`config.mk`:
```
export PLATFORM = sky130hd
export DESIGN_NAME = ed_array
export DESIGN_NICKNAME = d
export VERILOG_FILES = /design/src/rtl/ed_pkg.sv /design/src/rtl/ed_cmp.sv /design/src/rtl/ed_pe.sv /design/src/rtl/ed_array.sv
export SDC_FILE = /design/constraint.sdc
export NUM_CORES = 1
export LEC_CHECK = 0
export BUFFER_PORTS_ARGS = -buffer_cell sky130_fd_sc_hd__buf_4
export CAP_MARGIN = 20
export CORE_MARGIN = 5
export CORE_UTILIZATION = 63
export CTS_CLUSTER_DIAMETER = 50
export DETAILED_ROUTE_END_ITERATION = 16
export PLACE_DENSITY = 0.92
export SETUP_SLACK_MARGIN = 0.05
export SYNTH_ARGS = -nofsm -noshare
export SYNTH_HDL_FRONTEND = slang
export SYNTH_HIERARCHICAL = 1
export SYNTH_SLANG_ARGS = --single-unit
export TNS_END_PERCENT = 20
```
`constraint.sdc`:
```
create_clock -name clk -period 2 [get_ports clk]
set_input_delay 0.1 -clock clk [delete_from_list [all_inputs] [get_ports clk]]
set_output_delay 0.1 -clock clk [all_outputs]
set_load 0.02 [all_outputs]
```
`src/rtl/ed_pkg.sv`:
```
package ed_pkg;

  localparam int CHAR_W = 2;

  typedef logic [CHAR_W-1:0] base_t;

  localparam base_t BASE_A = 2'd0;
  localparam base_t BASE_C = 2'd1;
  localparam base_t BASE_G = 2'd2;
  localparam base_t BASE_T = 2'd3;

  // Step bits: 1 encodes +1, 0 encodes -1.
  typedef struct packed {
    logic h;  // d - c : new horizontal step of this column
    logic v;  // d - b : new vertical step handed to the next column
  } step_t;

  // The new entry d relative to the diagonal a is +2 only on a mismatch
  // with both the entry above and the entry to the left at a+1.
  function automatic logic cell_grows(input logic same, input logic h_up,
                                      input logic v_left);
    return !same && h_up && v_left;
  endfunction

  function automatic step_t ed_step(input logic same, input logic h_up,
                                    input logic v_left);
    step_t r;
    logic  g;
    g   = cell_grows(same, h_up, v_left);
    r.h = g | !v_left;
    r.v = g | !h_up;
    return r;
  endfunction

endpackage

```
`src/rtl/ed_cmp.sv`:
```
module ed_cmp #(
  parameter int W = 2
) (
  input  logic [W-1:0] a,
  input  logic [W-1:0] b,
  output logic         eq
);
  logic [W-1:0] diff_bits;

  assign diff_bits = a ^ b;
  assign eq        = ~|diff_bits;
endmodule

```
`src/rtl/ed_pe.sv`:
```
module ed_pe
  import ed_pkg::*;
(
  input  logic              clk,
  input  logic              clr,
  input  logic              xfer,
  input  logic [CHAR_W-1:0] s_in,
  output logic [CHAR_W-1:0] s_out,
  input  logic              vld_in,
  input  logic [CHAR_W-1:0] t_in,
  input  logic              v_in,
  output logic              vld_out,
  output logic [CHAR_W-1:0] t_out,
  output logic              v_out
);
  logic [CHAR_W-1:0] s_q;
  logic [CHAR_W-1:0] t_q;
  logic              vld_q;
  logic              h_q;
  logic              v_q;

  logic  same;
  logic  upd;
  step_t nxt;

  ed_cmp #(.W(CHAR_W)) u_cmp (
    .a (s_q),
    .b (t_in),
    .eq(same)
  );

  assign upd = vld_in && !clr;

  always_comb begin
    nxt = ed_step(same, h_q, v_in);
  end

  // Stored S character: only the load strobe moves it.
  always_ff @(posedge clk) begin
    if (xfer) begin
      s_q <= s_in;
    end
  end

  // Compute state: clear restores the top-row boundary (+1 steps).
  always_ff @(posedge clk) begin
    if (clr) begin
      t_q   <= '0;
      vld_q <= 1'b0;
      h_q   <= 1'b1;
      v_q   <= 1'b1;
    end else begin
      vld_q <= vld_in;
      if (upd) begin
        t_q <= t_in;
        h_q <= nxt.h;
        v_q <= nxt.v;
      end
    end
  end

  assign s_out   = s_q;
  assign t_out   = t_q;
  assign vld_out = vld_q;
  assign v_out   = v_q;

  // a clear lands the element on the boundary state.
  a_r1_clear_boundary: assert property (@(posedge clk)
    clr |=> (h_q && v_q && !vld_q));

  // without a valid character the column state holds.
  a_r7_idle_hold: assert property (@(posedge clk) disable iff (clr)
    !vld_in |=> ($stable(h_q) && $stable(v_q) && $stable(t_q)));

  // clear alone never disturbs the stored character.
  a_r8_s_kept: assert property (@(posedge clk)
    (clr && !xfer) |=> $stable(s_q));

  // a load takes the neighbour's character.
  a_r2_shift: assert property (@(posedge clk)
    xfer |=> (s_q == $past(s_in)));

  // the valid strobe advances one element per cycle.
  a_r4_strobe_fwd: assert property (@(posedge clk)
    !clr |=> (vld_out == $past(vld_in)));

endmodule

```
`src/rtl/ed_array.sv`:
```
module ed_array
  import ed_pkg::*;
#(
  parameter int N = 8
) (
  input  logic              clk,
  input  logic              clr,
  input  logic              s_load,
  input  logic [CHAR_W-1:0] s_char,
  input  logic              t_valid,
  input  logic [CHAR_W-1:0] t_char,
  output logic              diff_vld,
  output logic              diff_out,
  output logic [CHAR_W-1:0] s_tail,
  output logic [CHAR_W-1:0] t_tail
);
  localparam int LINKS = N + 1;

  logic [CHAR_W-1:0] s_link   [LINKS];
  logic [CHAR_W-1:0] t_link   [LINKS];
  logic              vld_link [LINKS];
  logic              v_link   [LINKS];

  // Left column of the table rises by one per row.
  assign s_link[0]   = s_char;
  assign t_link[0]   = t_char;
  assign vld_link[0] = t_valid;
  assign v_link[0]   = 1'b1;

  for (genvar g = 0; g < N; g++) begin : g_pe
    ed_pe u_pe (
      .clk    (clk),
      .clr    (clr),
      .xfer   (s_load),
      .s_in   (s_link[g]),
      .s_out  (s_link[g+1]),
      .vld_in (vld_link[g]),
      .t_in   (t_link[g]),
      .v_in   (v_link[g]),
      .vld_out(vld_link[g+1]),
      .t_out  (t_link[g+1]),
      .v_out  (v_link[g+1])
    );
  end

  assign diff_vld = vld_link[N];
  assign diff_out = v_link[N];
  assign s_tail   = s_link[N];
  assign t_tail   = t_link[N];

endmodule

```
==> results.py, run 1 <==
metrics = {
    "outcome": {
        "status": "completed",
    },
    "worst_setup_path": {
        "critPathArrivalTime_ns": 1.57,
        "start_kind": "register",
        "cp_max_fo": 2,
        "worstPathRequired_ns": 2.28,
        "cp-end-kind": "register",
        "path_class": "register to register",
    },
    "floorplanning": {
        "start_util": 0.646,
        "row_count": 21,
        "die_width_um": 68.5,
        "core_area_mm2": 0.00334,
        "die-area_mm2": 0.00469,
        "fp.dieH_um": 68.5,
        "io_pins": 14,
    },
    "synthesis": {
        "async_flop_share": 0,
        "yosys.area.top_type": "dfxtp_1",
        "syn-cell-area_mm2": 0.00216,
        "synth_edf_count": 16,
        "ys_warn_count": 6,
        "ys_types": 14,
        "ys_seq_area_frac": 0.594,
        "synth_top_area_share": 0.371,
        "avgSynthCellArea_um2": 11.7,
        "ys_ff_latch": 56,
        "yosys_most_used_dff": "dfxtp_1",
        "yosys-top-cells-area": "dfxtp_1 (37%), edfxtp_1 (22%), mux2i_1 (7.4%)",
        "syn-instance-count": 185,
    },
    "finish": {
        "fill_cells": 243,
        "diodes": 0,
        "fin_nets": 211,
        "final_common_cell": "dfxtp_1",
        "syn_to_final_growth_pct": 9.11,
        "drive_gt1_frac": 0.142,
        "final_cell_mix": "dfxtp_1 (40), nor2_1 (32), mux2i_1 (16), edfxtp_1 (16), xor2_1 (16)",
    },
    "power": {
        "ir_drop_uv": 484,
        "powerDensity_mw_per_mm2": 812,
        "total_power_mw": 1.91,
        "leakage_nw": 0.985,
    },
    "drt": {
        "drt-initial-drc-count": 56,
        "routed_wl_um": 3220,
        "wl_per_cell_um": 12.9,
        "drtAntennaViolNets": 0,
        "vias": 1269,
        "first_pass_iters": 4,
        "drc": 0,
        "vias_per_cell": 5.08,
    },
    "timing": {
        "setup_ws_ns": 0.710,
        "period_share": 0.645,
        "fmax_mhz": 775,
        "hold_viol_final": 0,
        "skew_ns": 0.0134,
        "setup_tns_ns": 0,
        "period_minus_slack_ns": 1.29,
        "rsz0062_at_grt": "false",
        "slew_violations": 0,
        "final-setup-viol-count": 0,
    },
    "global_routing": {
        "gr-total-overflow": 0,
        "grt_pass1_vias": 1292,
        "grt_max_degree": 41,
        "grt_first_pass_wirelength_um": 5610,
        "gr-usage-all-layers": 0.168,
        "antenna_found_initial": 0,
    },
    "cts": {
        "cts-root-buf": "clkbuf_4",
        "ctsLongestPathBuffers": 2,
        "cts_num_sinks": 56,
        "cts_tree": "built",
        "cts_buffers": 5,
        "cts.htree.levels": 2,
        "clock_latency_ns": 0.38,
        "path_clk_slew_ns": 0.16,
        "post_cts_resized": 0,
    },
    "job": {
        "max-cap-violations": 0,
    },
    "placed_design": {
        "io_buffers": 13,
        "place_ws_ns": 0.725,
        "dp_hpwl_um": 2260,
        "finalWeightedCongestion": 0.768,
    },
    "hold_path": {
        "hold_class": "input pin to register",
    },
}
==> cells in the mapped netlist (all sizes together) (16+ instances only) <==
| cell type | n |
|---|---|
| edfxtp | 16 |
| nor2 | 32 |
| dfxtp | 40 |
| xor2 | 16 |
| mux2i | 16 |
==> layer usage <==
metal / part of all wire / wire length [um] / global-route usage
met3: 0.042 / 135 / 0.0551
met4: 0.019 / 61 / 0.0819
met2: 0.51 / 1650 / 0.294
met1: 0.43 / 1370 / 0.179
met5: 0 / 0 / 0
==> what timing repair did <==
item	CTS	global route
endpoints found under the hold margin	5	0
setup buffers	0	0
hold buffers	5	0
==> final cells by class <==
class                   count  area, um^2  share of cell area
well taps                  46        57.6              0.0245
flip-flops and latches     56        1280               0.545
inverters                   8        30.0              0.0128
clock inverters             2        15.0             0.00638
multi-input cells         114         758               0.322
repair buffers             18         148              0.0628
clock buffers               6        62.6              0.0266
==> critical path, cell delays in order, from the launching register on <==
cell and delay, ns:
edfxtp_1 0.43, xor2_1 0.17, nor2_1 0.16, nand2b_1 0.14, a31oi_1 0.08, or2_1 0.22
==> cells by family after synthesis <==
family,Yosys count,synth area share
and+or+nand+nor,64,0.149
DFF,56,0.594
AOI/OAI and AO/OA,16,0.0604
xor gates and xnor gates,16,0.0650
muxes,16,0.0743
buffers and inverters,16,0.0557
other,1,0.00174
==> final timing paths <==
| kind | cells past startpoint | slack [ns] | endpoint | from |
|---|---|---|---|---|
| max reg2reg | 5 | 0.71 | g_pe[2].u_pe/v_out$_SDFFE_PP1P_ | g_pe[2].u_pe/s_out[1]$_DFFE_PP_ |
| min reg2reg | 0 | 0.49 | g_pe[5].u_pe/s_out[1]$_DFFE_PP_ | g_pe[4].u_pe/s_out[1]$_DFFE_PP_ |
| min | 1 | 0.08 | g_pe[6].u_pe/s_out[1]$_DFFE_PP_ | s_load |
| max | 5 | 0.71 | g_pe[2].u_pe/v_out$_SDFFE_PP1P_ | g_pe[2].u_pe/s_out[1]$_DFFE_PP_ |
==> sequential cells by signal (all words and copies together), names as in the netlist <==
| register | flops |
|---|---|
| g_pe.u_pe/v_out | 8 |
| g_pe.u_pe/s_out | 16 |
| g_pe.u_pe/t_out | 16 |
| g_pe.u_pe/h_q | 8 |
| g_pe.u_pe/vld_out | 8 |
==> where the power goes <==
group / switching (mW) / internal [mW] / total [mW] / leakage, nW
clock network: 0.351 / 0.219 / 0.570 / 0.0443
registers: 0.0297 / 1.20 / 1.23 / 0.481
logic: 0.0520 / 0.0523 / 0.104 / 0.459
total: 0.432 / 1.48 / 1.91 / 0.985
==> stage by stage <==
step	hold slack, ns	instance area, um^2	cells	utilization
3_5_place_dp	0.280	2220	237	0.667
5_1_grt	0.0402	2350	250	0.705
2_1_floorplan	0.172	2160	186	-
6_report	0.0772	2350	250	0.705
4_1_cts	0.0539	2350	250	0.705
3_3_place_gp	0.280	2220	237	0.667
No activity file was read; power rests on OpenSTA's default activity.
==> run 2, diff against run 1 <==
--- a/config.mk
+++ b/config.mk
@@ -5,13 +5,14 @@
 export SDC_FILE = /design/constraint.sdc
 export NUM_CORES = 1
 export LEC_CHECK = 0
+export ABC_AREA = 1
 export BUFFER_PORTS_ARGS = -buffer_cell sky130_fd_sc_hd__buf_4
 export CAP_MARGIN = 20
 export CORE_MARGIN = 5
-export CORE_UTILIZATION = 63
+export CORE_UTILIZATION = 59
 export CTS_CLUSTER_DIAMETER = 50
 export DETAILED_ROUTE_END_ITERATION = 16
-export PLACE_DENSITY = 0.92
+export PLACE_DENSITY = 0.88
 export SETUP_SLACK_MARGIN = 0.05
 export SYNTH_ARGS = -nofsm -noshare
 export SYNTH_HDL_FRONTEND = slang
==> constraint.sdc (replaced) <==
create_clock -name clk -period 1.2 [get_ports clk]
set_input_delay 0.06 -clock clk [delete_from_list [all_inputs] [get_ports clk]]
set_output_delay 0.06 -clock clk [all_outputs]
set_load 0.02 [all_outputs]
==> run 2 against run 1 <==
Cell count up 46%; design area rose by 12%; synthesized area increased by 6.0%; die area rose by 11%; worst hold slack better by 0.042 ns; highest routed layer unchanged.
==> results.py, run 2 <==
metrics = {
    "timing": {
        "period_minus_slack_ns": 1.07,
        "setup_tns_ns": 0,
        "final-setup-viol-count": 0,
        "fmax_mhz": 938,
        "skew_ns": 0.00676,
        "slew_violations": 0,
        "period_share": 0.889,
        "setup_ws_ns": 0.133,
        "rsz0062_at_grt": "true",
        "hold_viol_final": 0,
    },
    "synthesis": {
        "synth_top_area_share": 0.350,
        "synth_xor_area_frac": 0,
        "syn-cell-area_mm2": 0.00229,
        "synth_top_family_by_area": "simple AND/OR/NAND/NOR gates",
        "avgSynthCellArea_um2": 7.91,
        "ys_warn_count": 6,
        "ys_seq_area_frac": 0.560,
        "yosys.area.top_type": "dfxtp_1",
        "yosys_most_used_dff": "dfxtp_1",
        "synth_fa_ha_area_frac": 0,
        "ys_ff_latch": 56,
        "synth_compound_gate_area_share": 0.109,
        "yosys-top-cells-area": "dfxtp_1 (35%), edfxtp_1 (21%), nand2_1 (16%)",
        "async_flop_share": 0,
        "yosysMostFrequentCell": "nand2_1",
        "synth_edf_count": 16,
        "synthMuxAreaShare": 0,
        "ys_types": 10,
        "syn-instance-count": 289,
        "synthTopCellsByCount": "nand2_1 (96), inv_1 (48), nor2_1 (48)",
        "synth-simple-area-share": 0.236,
    },
    "drt": {
        "vias_per_cell": 4.78,
        "routed_wl_um": 4170,
        "drtAntennaViolNets": 0,
        "wl_per_cell_um": 11.4,
        "first_pass_iters": 4,
        "drt-initial-drc-count": 86,
        "drc": 0,
        "vias": 1749,
    },
    "power": {
        "ir_drop_uv": 967,
        "powerDensity_mw_per_mm2": 1350,
        "leakage_nw": 1.31,
    },
    "global_routing": {
        "grt_first_pass_wirelength_um": 7070,
        "grt_pass1_vias": 1731,
        "gr-total-overflow": 0,
        "antenna_found_initial": 0,
        "gr-usage-all-layers": 0.176,
        "grt_max_degree": 25,
    },
    "floorplanning": {
        "core_area_mm2": 0.00372,
        "start_util": 0.615,
        "io_pins": 14,
        "row_count": 22,
        "die-area_mm2": 0.00522,
        "fp.dieH_um": 72.2,
        "die_width_um": 72.2,
    },
    "worst_setup_path": {
        "critPathArrivalTime_ns": 1.28,
        "cp_max_fo": 3,
        "start_kind": "register",
        "cp_cell_sequence": "inv_1, nand2_1, nand2_1, nor2_2, inv_1, nand2_1, nand2_1, nand2_1, nand2_1",
        "r2r_start": "g_pe[1].u_pe/s_out[1]$_DFFE_PP_",
        "r2r_setup_slack_ns": 0.13,
        "max_stage_delay_ns": 0.40,
        "worstPathRequired_ns": 1.41,
        "endpoint": "g_pe[1].u_pe/v_out$_SDFFE_PP1P_",
        "crit_top_cell": "nand2_1",
        "crit_family": "simple AND/OR/NAND/NOR gates",
        "r2r_end": "g_pe[1].u_pe/v_out$_SDFFE_PP1P_",
        "crit_start": "g_pe[1].u_pe/s_out[1]$_DFFE_PP_",
        "cp_num_buf_inv": 2,
        "cp-end-kind": "register",
        "rr_worst_depth": 9,
        "cp.depth": 9,
        "timing.critical_path.slowest_stage_cell": "edfxtp_1",
        "path_class": "register to register",
    },
    "finish": {
        "multi_input_comb_area_um2": 808,
        "diodes": 0,
        "final_common_cell": "nand2_1",
        "instances_no_fill": 366,
        "register_area_mm2": 0.00128,
        "syn_to_final_growth_pct": 15.2,
        "final_cell_mix": "nand2_1 (96), inv_1 (48), nor2_1 (44)",
        "fin_nets": 325,
        "fill_cells": 276,
        "drive_gt1_frac": 0.167,
    },
    "cts": {
        "path_clk_slew_ns": 0.09,
        "cts-root-buf": "clkbuf_8",
        "clock_latency_ns": 0.31,
        "cts.htree.levels": 2,
        "ctsLongestPathBuffers": 2,
        "cts_tree": "built",
        "cts_num_sinks": 56,
        "cts_buffers": 5,
    },
    "job": {
        "max-cap-violations": 0,
    },
    "placed_design": {
        "io_buffers": 13,
        "place_ws_ns": 0.121,
        "dp_cells": 351,
        "dp_hpwl_um": 2730,
        "finalWeightedCongestion": 0.753,
    },
    "hold_path": {
        "worstHoldStart": "s_load",
        "hold_class": "input pin to register",
    },
    "outcome": {
        "status": "completed",
    },
}
[run 2: cell count changes in the layout (fill, tap and decap cells not counted), sizes merged, moves of 16 or more]
cell,before,now
nand2,8,96
inv,10,56
mux2i,16,0
nor2,32,48
o21ai,0,16
xor2,16,0
[run 2: layout make-up]
cell class / count / area share
clock buffers: 6 / 0.0276
clock inverters: 2 / 0.0133
inverters: 56 / 0.0798
multi-input cells: 178 / 0.307
flip-flops and latches: 56 / 0.488
well taps: 48 / 0.0228
repair buffers: 20 / 0.0618
[run 2: worst min-delay path by stage]
stage	cells past startpoint	slack [ns]	to
floorplan	1	0.13	g_pe[0].u_pe/vld_out$_SDFF_PP0_
global placement	1	0.24	g_pe[0].u_pe/s_out[0]$_DFFE_PP_
detailed placement	1	0.24	g_pe[0].u_pe/s_out[0]$_DFFE_PP_
CTS	1	0.11	g_pe[0].u_pe/s_out[1]$_DFFE_PP_
global route	1	0.1	g_pe[3].u_pe/s_out[0]$_DFFE_PP_
finish	1	0.12	g_pe[3].u_pe/s_out[0]$_DFFE_PP_
[run 2: cells by family (layout without fill, tap and decap cells)]
family / count (synthesis) / count (layout)
buffers and inverters: 56 / 84
other: 1 / 2
and+or+nand+nor: 144 / 144
DFF: 56 / 56
AOI/OAI and AO/OA: 32 / 32
[run 2: timing repair]
action                                  in CTS  in global routing
endpoints found under the setup margin       0                 12
setup buffers                                0                  2
hold endpoints to repair                     5                  0
gates resized for setup                      0                  7
hold buffers                                 5                  0
[run 2: worst reg2reg max path: cells and delay by family (launching register included)]
family	cells	cell delay [ns]
buf+inv	2	0.12
simple gates	7	0.46
flops	1	0.40
[run 2: layer usage]
metal	GRT usage	vias to the layer above	part of all wire
li1	-	926	-
met1	0.195	784	0.44
met2	0.307	30	0.50
met3	0.0568	9	0.042
met4	0.0772	0	0.023
met5	0	-	0
[run 2: per-stage QoR]
step	area, um^2	power, mW	utilization	hold WS [ns]
4_1_cts	2610	3.56	0.701	0.108
3_3_place_gp	2450	2.36	0.659	0.239
6_report	2630	3.57	0.709	0.119
3_5_place_dp	2450	2.37	0.659	0.242
2_1_floorplan	2290	2.28	-	0.132
5_1_grt	2630	3.74	0.709	0.0983
[run 2: power breakdown]
| part | internal, mW | switching [mW] | leakage [nW] | total [mW] |
|---|---|---|---|---|
| registers | 2.02 | 0.0647 | 0.484 | 2.09 |
| clock network | 0.620 | 0.581 | 0.0552 | 1.20 |
| logic | 0.111 | 0.169 | 0.771 | 0.279 |
==> run 3, diff against run 2 <==
==> constraint.sdc (replaced) <==
create_clock -name clk -period 1.2 [get_ports clk]
set_input_delay 0.24 -clock clk [delete_from_list [all_inputs] [get_ports clk]]
set_output_delay 0.24 -clock clk [all_outputs]
set_load 0.02 [all_outputs]
==> run 3 against run 2 <==
Total power barely moved; utilization fell by 0.47 points; clock skew fell by 0.00083 ns; register-to-register slack got worse by 0.04 ns; worst hold slack got worse by 0.014 ns; design area fell by 0.67%; worst setup slack got worse by 0.091 ns; fmax fell by 7.9%; via count fell by 1.1%; combinational power fell by 2%; sequential power barely moved; routed wire length fell by 3.5%; critical endpoint is now s_tail[0]; highest routed layer unchanged.
==> results.py, run 3 (same netlist as run 2, synthesis figures left out) <==
metrics = {
    "power": {
        "total_power_mw": 3.57,
        "powerDensity_mw_per_mm2": 1360,
        "ir_drop_uv": 950,
        "leakage_nw": 1.30,
    },
    "cts": {
        "cts-root-buf": "clkbuf_8",
        "cts_buffers": 5,
        "clock_latency_ns": 0.31,
        "ctsLongestPathBuffers": 2,
        "cts.htree.levels": 2,
        "cts_num_sinks": 56,
        "path_clk_slew_ns": 0.10,
        "cts_tree": "built",
    },
    "placed_design": {
        "io_buffers": 13,
        "place_ws_ns": 0.121,
        "finalWeightedCongestion": 0.753,
        "dpl_cell_area_mm2": 0.00245,
        "dp_cells": 351,
        "dp_hpwl_um": 2730,
    },
    "finish": {
        "drive_gt1_frac": 0.201,
        "fin_util": 0.704,
        "final_area_mm2": 0.00262,
        "final_cell_mix": "nand2_1 (95), inv_1 (48), nor2_1 (40)",
        "instances_no_fill": 362,
        "diodes": 0,
        "fill_cells": 283,
        "final_common_cell": "nand2_1",
        "fin_nets": 321,
        "syn_to_final_growth_pct": 14.4,
    },
    "floorplanning": {
        "die-area_mm2": 0.00522,
        "row_count": 22,
        "core_area_mm2": 0.00372,
        "die_width_um": 72.2,
        "fp.dieH_um": 72.2,
        "start_util": 0.615,
        "io_pins": 14,
    },
    "drt": {
        "routed_wl_um": 4030,
        "drtAntennaViolNets": 0,
        "vias_per_cell": 4.78,
        "wl_per_cell_um": 11.1,
        "vias": 1729,
        "drc": 0,
        "first_pass_iters": 4,
        "drt-initial-drc-count": 105,
    },
    "worst_setup_path": {
        "start_kind": "register",
        "cp_num_buf_inv": 1,
        "max_stage_delay_ns": 0.43,
        "crit_family": "flip-flops",
        "path_class": "register to primary output",
        "critPathArrivalTime_ns": 0.92,
        "cp_max_fo": 2,
        "timing.critical_path.slowest_stage_cell": "edfxtp_1",
        "cp-end-kind": "primary output",
        "worstPathRequired_ns": 0.96,
        "cp_cell_sequence": "buf_4",
    },
    "global_routing": {
        "gr-usage-all-layers": 0.167,
        "antenna_found_initial": 0,
        "gr-total-overflow": 0,
        "grt_max_degree": 25,
        "grt_first_pass_wirelength_um": 6800,
        "grt_pass1_vias": 1693,
    },
    "timing": {
        "setup_tns_ns": 0,
        "setup_ws_ns": 0.0424,
        "hold_viol_final": 0,
        "skew_ns": 0.00594,
        "period_share": 0.965,
        "rsz0062_at_grt": "true",
        "fmax_mhz": 864,
        "fin_hold_ws_ns": 0.105,
        "final-setup-viol-count": 0,
        "slew_violations": 0,
        "period_minus_slack_ns": 1.16,
    },
    "job": {
        "max-cap-violations": 0,
    },
    "hold_path": {
        "hold_class": "input pin to register",
    },
    "outcome": {
        "status": "completed",
    },
}
-- run 3: cell types whose count changed in the layout (fill, tap and decap cells not counted), moves of 2 or more --
| cell | before | now |
|---|---|---|
| buf_6 | 0 | 2 |
| nor2_2 | 4 | 8 |
| dlygate4sd3_1 | 5 | 0 |
| dfxtp_1 | 37 | 33 |
| nor2_1 | 44 | 40 |
| dfxtp_2 | 3 | 7 |
-- run 3: path summary, 6_finish.rpt --
path	from	to	slack [ns]	cells after the start
max	g_pe[7].u_pe/s_out[0]$_DFFE_PP_	s_tail[0]	0.04	1
min	s_char[0]	g_pe[0].u_pe/s_out[0]$_DFFE_PP_	0.11	1
max reg2reg	g_pe[7].u_pe/s_out[0]$_DFFE_PP_	g_pe[7].u_pe/v_out$_SDFFE_PP1P_	0.09	9
min reg2reg	g_pe[1].u_pe/h_q$_SDFFE_PP1P_	g_pe[1].u_pe/h_q$_SDFFE_PP1P_	0.48	2
-- run 3: what timing repair did --
action / CTS / global route
pin swaps: 0 / 8
hold buffers: 0 / 0
gates resized for setup: 0 / 18
endpoints found under the setup margin: 1 / 15
buffers inserted: 1 / 2
-- run 3: metal layers --
layer  track usage  wire, um  vias to the layer above  share of wire
met2         0.293      2000                       22           0.50
met1         0.187      1810                      779           0.45
met4        0.0689        63                        0          0.016
li1              -         -                      921              -
met3        0.0526       156                        7          0.039
met5             0         0                        -              0
-- run 3: power by group --
group / total, mW / switching [mW] / internal, mW / leakage (nW)
Sequential: 2.09 / 0.0643 / 2.02 / 0.485
Combinational: 0.274 / 0.167 / 0.106 / 0.758
Clock: 1.20 / 0.584 / 0.620 / 0.0552
-- run 3: layout make-up --
class | instances | area (um^2) | area share
clock inverter | 2 | 35.0 | 0.0134
sequential | 56 | 1290 | 0.493
clock buffer | 6 | 72.6 | 0.0277
tap | 48 | 60.1 | 0.0230
inverter | 56 | 210 | 0.0803
timing repair buffer | 16 | 128 | 0.0488
multi-input combinational | 178 | 821 | 0.314
